### config.mk
export PLATFORM = sky130hd
export DESIGN_NAME = hostirq_ctrl
export DESIGN_NICKNAME = d
export VERILOG_FILES = /design/src/rtl/hostirq_pkg.sv /design/src/rtl/hostirq_decode.sv /design/src/rtl/hostirq_mask.sv /design/src/rtl/hostirq_status.sv /design/src/rtl/hostirq_ctrl.sv
export SDC_FILE = /design/constraint.sdc
export NUM_CORES = 1
export LEC_CHECK = 0
export BUFFER_PORTS_ARGS = -buffer_cell sky130_fd_sc_hd__buf_2
export CORE_MARGIN = 2
export CORE_UTILIZATION = 51
export CTS_BUF_LIST = sky130_fd_sc_hd__clkbuf_2
export DETAILED_ROUTE_END_ITERATION = 12
export PLACE_DENSITY = 0.77
export SLEW_MARGIN = 20
export SYNTH_ARGS = -nofsm -noshare
export SYNTH_HDL_FRONTEND = slang
export SYNTH_SLANG_ARGS = --single-unit
### constraint.sdc
create_clock -name clk -period 2 [get_ports clk]
set_input_delay 0.1 -clock clk [delete_from_list [all_inputs] [get_ports clk]]
set_output_delay 0.1 -clock clk [all_outputs]
set_load 0.005 [all_outputs]
### src/rtl/hostirq_pkg.sv
package hostirq_pkg;

   // Register offsets; the host software depends on these values.
   typedef enum logic [2:0] {
      OFS_MASK  = 3'd0,
      OFS_MSET  = 3'd1,
      OFS_MCLR  = 3'd2,
      OFS_PEEK  = 3'd3,
      OFS_TAKE  = 3'd4,
      OFS_ACK   = 3'd5
   } hirq_ofs_e;

   // Decoded per-access strobes.
   typedef struct packed {
      logic mask_wr;
      logic mask_set;
      logic mask_clr;
      logic ack_wr;
      logic mask_rd;
      logic peek_rd;
      logic take_rd;
   } hirq_strobe_t;

   // Source bit positions.
   localparam int SRC_RXBUF0_DATA = 0;
   localparam int SRC_TX_DATA     = 1;
   localparam int SRC_TX_MOVE     = 2;
   localparam int SRC_RXBUF1_DATA = 3;
   localparam int SRC_RX_MOVE     = 4;
   localparam int SRC_MBOX_A      = 5;
   localparam int SRC_MBOX_B      = 6;
   localparam int SRC_WAKE        = 7;
   localparam int SRC_TRACE_A     = 8;
   localparam int SRC_TRACE_B     = 9;
   localparam int SRC_CMD_DONE    = 10;
   localparam int SRC_INIT_DONE   = 14;

endpackage

### src/rtl/hostirq_decode.sv
module hostirq_decode
   import hostirq_pkg::*;
#(
   parameter int ADDR_W = 3
) (
   input  logic [ADDR_W-1:0] addr,
   input  logic              wr,
   input  logic              rd,
   output hirq_strobe_t      strb
);
   logic       hi_ok;
   hirq_ofs_e  ofs;

   generate
      if (ADDR_W > 3) begin : g_wide
         assign hi_ok = ~|addr[ADDR_W-1:3];
      end else begin : g_narrow
         assign hi_ok = 1'b1;
      end
   endgenerate

   assign ofs = hirq_ofs_e'(addr[2:0]);

   always_comb begin
      strb          = '0;
      strb.mask_wr  = hi_ok && wr && (ofs == OFS_MASK);
      strb.mask_set = hi_ok && wr && (ofs == OFS_MSET);
      strb.mask_clr = hi_ok && wr && (ofs == OFS_MCLR);
      strb.ack_wr   = hi_ok && wr && (ofs == OFS_ACK);
      strb.mask_rd  = hi_ok && rd && (ofs == OFS_MASK);
      strb.peek_rd  = hi_ok && rd && (ofs == OFS_PEEK);
      strb.take_rd  = hi_ok && rd && (ofs == OFS_TAKE);
   end

   // At most one register is addressed per access.
   always_comb begin
      a_r12_one_target: assert ($onehot0({strb.mask_wr, strb.mask_set, strb.mask_clr, strb.ack_wr}));
   end
endmodule

### src/rtl/hostirq_mask.sv
module hostirq_mask #(
   parameter int          NUM_SRC   = 16,
   parameter logic [31:0] MASK_INIT = 32'h0000_0001
) (
   input  logic               clk,
   input  logic               rst_n,
   input  logic               do_write,
   input  logic               do_set,
   input  logic               do_clr,
   input  logic [NUM_SRC-1:0] wbits,
   output logic [NUM_SRC-1:0] mask
);
   localparam logic [NUM_SRC-1:0] INIT = MASK_INIT[NUM_SRC-1:0];

   always_ff @(posedge clk or negedge rst_n) begin
      if (!rst_n)        mask <= INIT;
      else if (do_write) mask <= wbits;
      else if (do_set)   mask <= mask | wbits;
      else if (do_clr)   mask <= mask & ~wbits;
   end

   a_r2_write_whole: assert property (@(posedge clk) disable iff (!rst_n)
      do_write |=> mask == $past(wbits));
   a_r3_set_alias: assert property (@(posedge clk) disable iff (!rst_n)
      do_set |=> ((mask & $past(wbits)) == $past(wbits)) &&
                 ((mask & ~$past(wbits)) == ($past(mask) & ~$past(wbits))));
   a_r4_clr_alias: assert property (@(posedge clk) disable iff (!rst_n)
      do_clr |=> ((mask & $past(wbits)) == '0) &&
                 ((mask & ~$past(wbits)) == ($past(mask) & ~$past(wbits))));
endmodule

### src/rtl/hostirq_status.sv
module hostirq_status #(
   parameter int NUM_SRC = 16
) (
   input  logic               clk,
   input  logic               rst_n,
   input  logic [NUM_SRC-1:0] evt,
   input  logic               take_all,
   input  logic               ack_wr,
   input  logic [NUM_SRC-1:0] ack_bits,
   output logic [NUM_SRC-1:0] status
);
   logic [NUM_SRC-1:0] clr_vec;

   assign clr_vec = take_all ? '1 : (ack_wr ? ack_bits : '0);

   generate
      for (genvar i = 0; i < NUM_SRC; i++) begin : g_bit
         always_ff @(posedge clk or negedge rst_n) begin
            if (!rst_n)          status[i] <= 1'b0;
            else if (evt[i])     status[i] <= 1'b1;
            else if (clr_vec[i]) status[i] <= 1'b0;
         end
      end
   endgenerate

   a_r5_r9_event_lands: assert property (@(posedge clk) disable iff (!rst_n)
      |evt |=> (status & $past(evt)) == $past(evt));
   a_r7_take_clears: assert property (@(posedge clk) disable iff (!rst_n)
      take_all |=> (status & ~$past(evt)) == '0);
   a_r8_ack_clears: assert property (@(posedge clk) disable iff (!rst_n)
      (ack_wr && !take_all) |=> ((status & $past(ack_bits) & ~$past(evt)) == '0) &&
         ((status & ~$past(ack_bits)) == (($past(status) | $past(evt)) & ~$past(ack_bits))));
   a_r6_hold_quiet: assert property (@(posedge clk) disable iff (!rst_n)
      (!take_all && !ack_wr && evt == '0) |=> $stable(status));
endmodule

### src/rtl/hostirq_ctrl.sv
module hostirq_ctrl
   import hostirq_pkg::*;
#(
   parameter int          NUM_SRC   = 16,
   parameter int          DATA_W    = 16,
   parameter int          ADDR_W    = 3,
   parameter logic [31:0] MASK_INIT = 32'h0000_0001
) (
   input  logic               clk,
   input  logic               rst_n,
   input  logic               irq_enable,
   input  logic               irq_active_low,
   input  logic [NUM_SRC-1:0] evt_pulse,
   input  logic [ADDR_W-1:0]  reg_addr,
   input  logic               reg_wr,
   input  logic [DATA_W-1:0]  reg_wdata,
   input  logic               reg_rd,
   output logic [DATA_W-1:0]  reg_rdata,
   output logic               host_irq
);
   generate
      if (NUM_SRC < 1 || NUM_SRC > 32) begin : g_bad_src
         $error("NUM_SRC must lie in 1..32");
      end
      if (DATA_W < NUM_SRC) begin : g_bad_data
         $error("DATA_W must hold every source bit");
      end
      if (ADDR_W < 3) begin : g_bad_addr
         $error("ADDR_W must reach six offsets");
      end
   endgenerate

   hirq_strobe_t       strb;
   logic [NUM_SRC-1:0] wbits;
   logic [NUM_SRC-1:0] mask;
   logic [NUM_SRC-1:0] status;
   logic               pending;
   logic               irq_on;

   assign wbits = reg_wdata[NUM_SRC-1:0];

   hostirq_decode #(.ADDR_W(ADDR_W)) u_decode (
      .addr (reg_addr),
      .wr   (reg_wr),
      .rd   (reg_rd),
      .strb (strb)
   );

   hostirq_mask #(.NUM_SRC(NUM_SRC), .MASK_INIT(MASK_INIT)) u_mask (
      .clk      (clk),
      .rst_n    (rst_n),
      .do_write (strb.mask_wr),
      .do_set   (strb.mask_set),
      .do_clr   (strb.mask_clr),
      .wbits    (wbits),
      .mask     (mask)
   );

   hostirq_status #(.NUM_SRC(NUM_SRC)) u_status (
      .clk      (clk),
      .rst_n    (rst_n),
      .evt      (evt_pulse),
      .take_all (strb.take_rd),
      .ack_wr   (strb.ack_wr),
      .ack_bits (wbits),
      .status   (status)
   );

   always_comb begin
      reg_rdata = '0;
      if (strb.mask_rd)                      reg_rdata[NUM_SRC-1:0] = mask;
      else if (strb.peek_rd || strb.take_rd) reg_rdata[NUM_SRC-1:0] = status;
   end

   assign pending  = |(status & ~mask);
   assign irq_on   = irq_enable & pending;
   assign host_irq = irq_on ^ irq_active_low;

   a_r10_idle_when_empty: assert property (@(posedge clk) disable iff (!rst_n)
      (status == '0) |-> host_irq == irq_active_low);
   a_r11_idle_when_disabled: assert property (@(posedge clk) disable iff (!rst_n)
      !irq_enable |-> host_irq == irq_active_low);
   a_r1_reset_quiet: assert property (@(posedge clk)
      $rose(rst_n) |-> status == '0);
endmodule

Yosys cells after proc, flatten, opt, wreduce, memory -nomap -nowiden

Cells that the tools add are included.

Equal/unequal tests: 5
Multiplexer cells: 39
Reductions and logical operators: 27
Bitwise operators: 7

Operators by type and width:

| operator           | number |
|---|---|
| $mux 16            | 7 |
| $and 16x16->16     | 2 |
| $mux 1             | 32 |
| $not 16->16        | 2 |
| $reduce_bool 2->1  | 16 |
| $or 16x16->16      | 1 |
| $reduce_or 16->1   | 1 |
| $logic_and 1x1->1  | 7 |
| $eq 3x2->1 const B | 2 |
| $eq 3x3->1 const B | 2 |
| $eq 3x1->1 const B | 1 |
| $logic_not 3->1    | 1 |
| $reduce_bool 3->1  | 1 |
| $and 1x1->1        | 1 |
| $logic_or 1x1->1   | 1 |
| $xor 1x1->1        | 1 |

Logic and storage cells: 95
Output and inout port bits: 17
Register bits: 32
Input bits: 41

Depth between registers and ports, before layout

Depth in word-level cells: 6
Gate-level depth with buffers: 7

Hierarchy

Synthesis repeated with hierarchy kept, for this count alone.

Cells, all modules: 160
Area total of the unflattened synthesis: 1,722.9 µm²

Modules (own cells, without submodules):

| module         | times used | cells each | area an instance (µm²) |
|---|---|---|---|
| hostirq_mask   | 1          | 55         | 673.1 |
| hostirq_status | 1          | 52         | 643.1 |
| hostirq_ctrl   | 1          | 46         | 331.6 |
| hostirq_decode | 1          | 7          | 75.1 |

Worst setup path before layout

No wires, ideal clock.

Path type: register -> output
From: reg (tool-made name)
To: out host_irq
Path buffers: 0
Required time: 1,900 ps
Slack: 384 ps
Cell stages (with the launch flop): 6
Arrival: 1,516 ps
Cell sequence: dfstp_2 > nor2b_1 > a2111oi_4 > o2111ai_1 > o41ai_2 > xnor2_1

RTL lines:

| what             | line               | RTL |
|---|---|---|
| end: declaration | hostirq_ctrl.sv:19 | `output logic host_irq` |

Final worst setup path

From: reg u_status.status[8]
To: out host_irq

Word-level cells in the longest chain between the ends: 4

Ends and longest elaborated chain:

| what                             | line                 | RTL |
|---|---|---|
| start: declaration               | hostirq_status.sv:10 | `output logic [NUM_SRC-1:0] status` |
| start signal: indexed assignment | hostirq_status.sv:19 | `if (!rst_n) status[i] <= 1'b0;` |
| start signal: indexed assignment | hostirq_status.sv:20 | `else if (evt[i]) status[i] <= 1'b1;` |
| start signal: indexed assignment | hostirq_status.sv:21 | `else if (clr_vec[i]) status[i] <= 1'b0;` |
| $and 16x16->16                   | hostirq_ctrl.sv:75   | `assign pending = \|(status & ~mask);` |
| $reduce_or 16->1                 | hostirq_ctrl.sv:75   |  |
| $and 1x1->1                      | hostirq_ctrl.sv:76   | `assign irq_on = irq_enable & pending;` |
| $xor 1x1->1                      | hostirq_ctrl.sv:77   | `assign host_irq = irq_on ^ irq_active_low;` |

No other way between the ends.

==> flow_metrics.tcl <==
set metrics [dict create \
    outcome "complete, but fails checks" \
    violations "setup timing" \
    gp_congestion 0.763 \
    leakage_nw 1.14 \
    finalClockSkew_ps 0 \
    timing_hold_violations_final 0 \
    drt_iter0_markers 111 \
    grt_max_degree 33 \
    synthCells 159 \
    grt_overflow 0 \
    drt-total-wl_mm 4.80 \
    antenna_found_initial 0 \
    tightest_slew_ps 716 \
    yosys_warnings 0 \
    fp.dieH_microns 60.9 \
    hold_path_class "in2async" \
    period_share_pct 103 \
    crit_arrival_ps 1960 \
    crit_path_start_kind "flip-flop" \
    port_buffers 57 \
    layout-drive-gt1-share_pct 31.6 \
    ant_nets 0 \
    coreArea_sq_mm 0.00308 \
    die-area_sq_mm 0.00371 \
    critPathCaptureType "output port" \
    root_buffer "clkbuf_2" \
    yosysSeqAreaShare_pct 48.6 \
    via_per_inst 5.63 \
    maxCapViolCount 0 \
    setup_ws_ps -61.5 \
    clk_pin_slew_ps 180 \
    crit_type "reg2out" \
    die_x_microns 60.9 \
    synth_edf_count 0 \
    ff2ff_setup_slack_ps 1160 \
    clk_path_buf_depth 2 \
    setup_viol 1 \
    ys_async_sr_fraction_pct 100 \
    maxSlewViolCount 0 \
    syn_to_final_growth_pct 46.3 \
    ioPinCount 58 \
    grt.total_usage_pct 28.9 \
    avgSynthCellArea_sq_um 10.4 \
    critPathLaunch "u_status.status[8]" \
    nets 296 \
    grt_pass1_wl_mm 7.71 \
    synth.distinct_cells 27 \
    crit_chain "nor2b_4 > a2111oi_4 > o2111ai_2 > o41ai_2 > xnor2_1 > buf_2" \
    routedWlPerCell_microns 16.0 \
    placed_cell_area_sq_mm 0.00200 \
    crit_buf_inv 1 \
    place_hpwl_mm 3.04 \
    period_minus_slack_ps 2060 \
    htreeDepth 2 \
    p_per_area_mw_per_mm2 651 \
    grt_pass1_vias 1838 \
    ys.flop_type "dfrtp_1" \
    path_max_fanout 2 \
    num_vias 1688 \
    cp.depth 6 \
    initial_utilization_pct 53.7 \
    cts_buffers 5 \
    clock_latency_ps 340 \
    critical_path_required_ps 1900 \
    cp_top_family "compound AO/OA/AOI/OAI gates" \
    ys_seq_elements 32 \
    fmax_mhz 485 \
    syn_area_sq_mm 0.00165 \
    cts.sinks 32 \
    diodes 0 \
    syn_nets 200 \
    first_pass_iters 4 \
    maxSlewHeadroom_pct 52.2 \
    fin_area_sq_mm 0.00242 \
    hold_ws_ps 287 \
    cts_tree "built" \
    critPathSlowestCell "dfrtp_1" \
    crit_path_end "host_irq" \
    rows 20 \
    crit_path_max_incr_delay_ps 420 \
    drc 0 \
    rsz0062_at_grt "yes" \
    worstRegToRegCells 2 \
    vdd_drop_max_mv 0.620 \
]
==> stage by stage <==
stage | power, W | cells | setup TNS, ps | setup WS, ps | util, %
finish | 0.00157 | 300 | -61.5 | -61.5 | 78.5
global placement | 0.00107 | 257 | 0 | 191 | 65.0
global route | 0.00165 | 300 | -204 | -204 | 78.5
floorplan | 0.000952 | 159 | 0 | 384 | -
CTS | 0.00158 | 300 | -74.6 | -74.6 | 78.5
detailed placement | 0.00109 | 257 | 0 | 160 | 65.0
==> layer usage <==
layer / share of wire [%] / vias up / track usage, %
met1: 40 / 824 / 34.0
met2: 53 / 68 / 51.2
met3: 5.2 / 8 / 6.61
met5: 0 / - / 0
met4: 1.3 / 0 / 10.9
li1: - / 788 / -
==> power by group <==
| part | switching, W | internal [W] |
|---|---|---|
| clock network | 0.000223 | 0.000216 |
| registers | 0.0000633 | 0.000725 |
| logic | 0.000150 | 0.000198 |
| total | 0.000436 | 0.00114 |
==> Yosys cell counts (all sizes together), types with 2 or more instances <==
cell type  number  area [sq um]
a22o           32           282
dfrtp          31           776
nand2          18          67.6
o21ai          17          85.1
a31o           16           140
inv            11          41.3
clkbuf          6          22.5
nor2b           6          45.0
buf             3          15.0
nor2            3          11.3
a21oi           2          10.0
nand2b          2          12.5
o22ai           2          12.5
==> logic make-up after synthesis <==
| kind of cell | after synthesis | synth area share [%] |
|---|---|---|
| AOI/OAI and AO/OA | 73 | 35.8 |
| xor gates and xnor gates | 1 | 0.530 |
| buffers and inverters | 20 | 4.77 |
| DFF | 32 | 48.6 |
| and+or+nand+nor | 33 | 10.4 |
==> worst reg2reg max path, delay by kind of cell (launching register included) <==
kind,cells,cell delay [ps]
AOI/OAI and AO/OA,1,130
DFF,1,570
buffers and inverters,1,110
==> layout by cell type, fill, tap and decap left out, drive strengths merged, types with 2 or more instances in the layout <==
cell type and instances:
buf 65, inv 11, nand2b 2, a31o 16
dfrtp 31, a21oi 2, o21ai 17, nor2b 6
nand2 18, dlygate4sd3 33, o22ai 2, a22o 32
clkbuf 6, nor2 3
==> worst min path at each step <==
stage	startpoint	end	cells past startpoint
after global placement	rst_n	asynchronous set/reset pin	1
after global routing	rst_n	asynchronous set/reset pin	2
after detailed placement	rst_n	asynchronous set/reset pin	1
after floorplan	rst_n	asynchronous set/reset pin	0
final	rst_n	asynchronous set/reset pin	2
after CTS	reg_addr[1]	flip-flop	4
==> layout make-up <==
| cell class | instances | area (sq um) |
|---|---|---|
| clock buffers | 6 | 30.0 |
| clock inverters | 2 | 35.0 |
| fillers | 222 | 662 |
| inverters | 11 | 41.3 |
| multi-input cells | 107 | 777 |
| flip-flops and latches | 32 | 802 |
| well taps | 44 | 55.1 |
| repair buffers | 98 | 676 |
==> what timing repair did <==
item / 4_1_cts / 5_1_grt
setup endpoints to repair: 1 / 1
buffers inserted: 2 / 0
hold buffers: 33 / 0
gates resized for setup: 1 / 0
endpoints found under the hold margin: 63 / 0
pin swaps: 4 / 0
(Power assumes the default switching activity.)
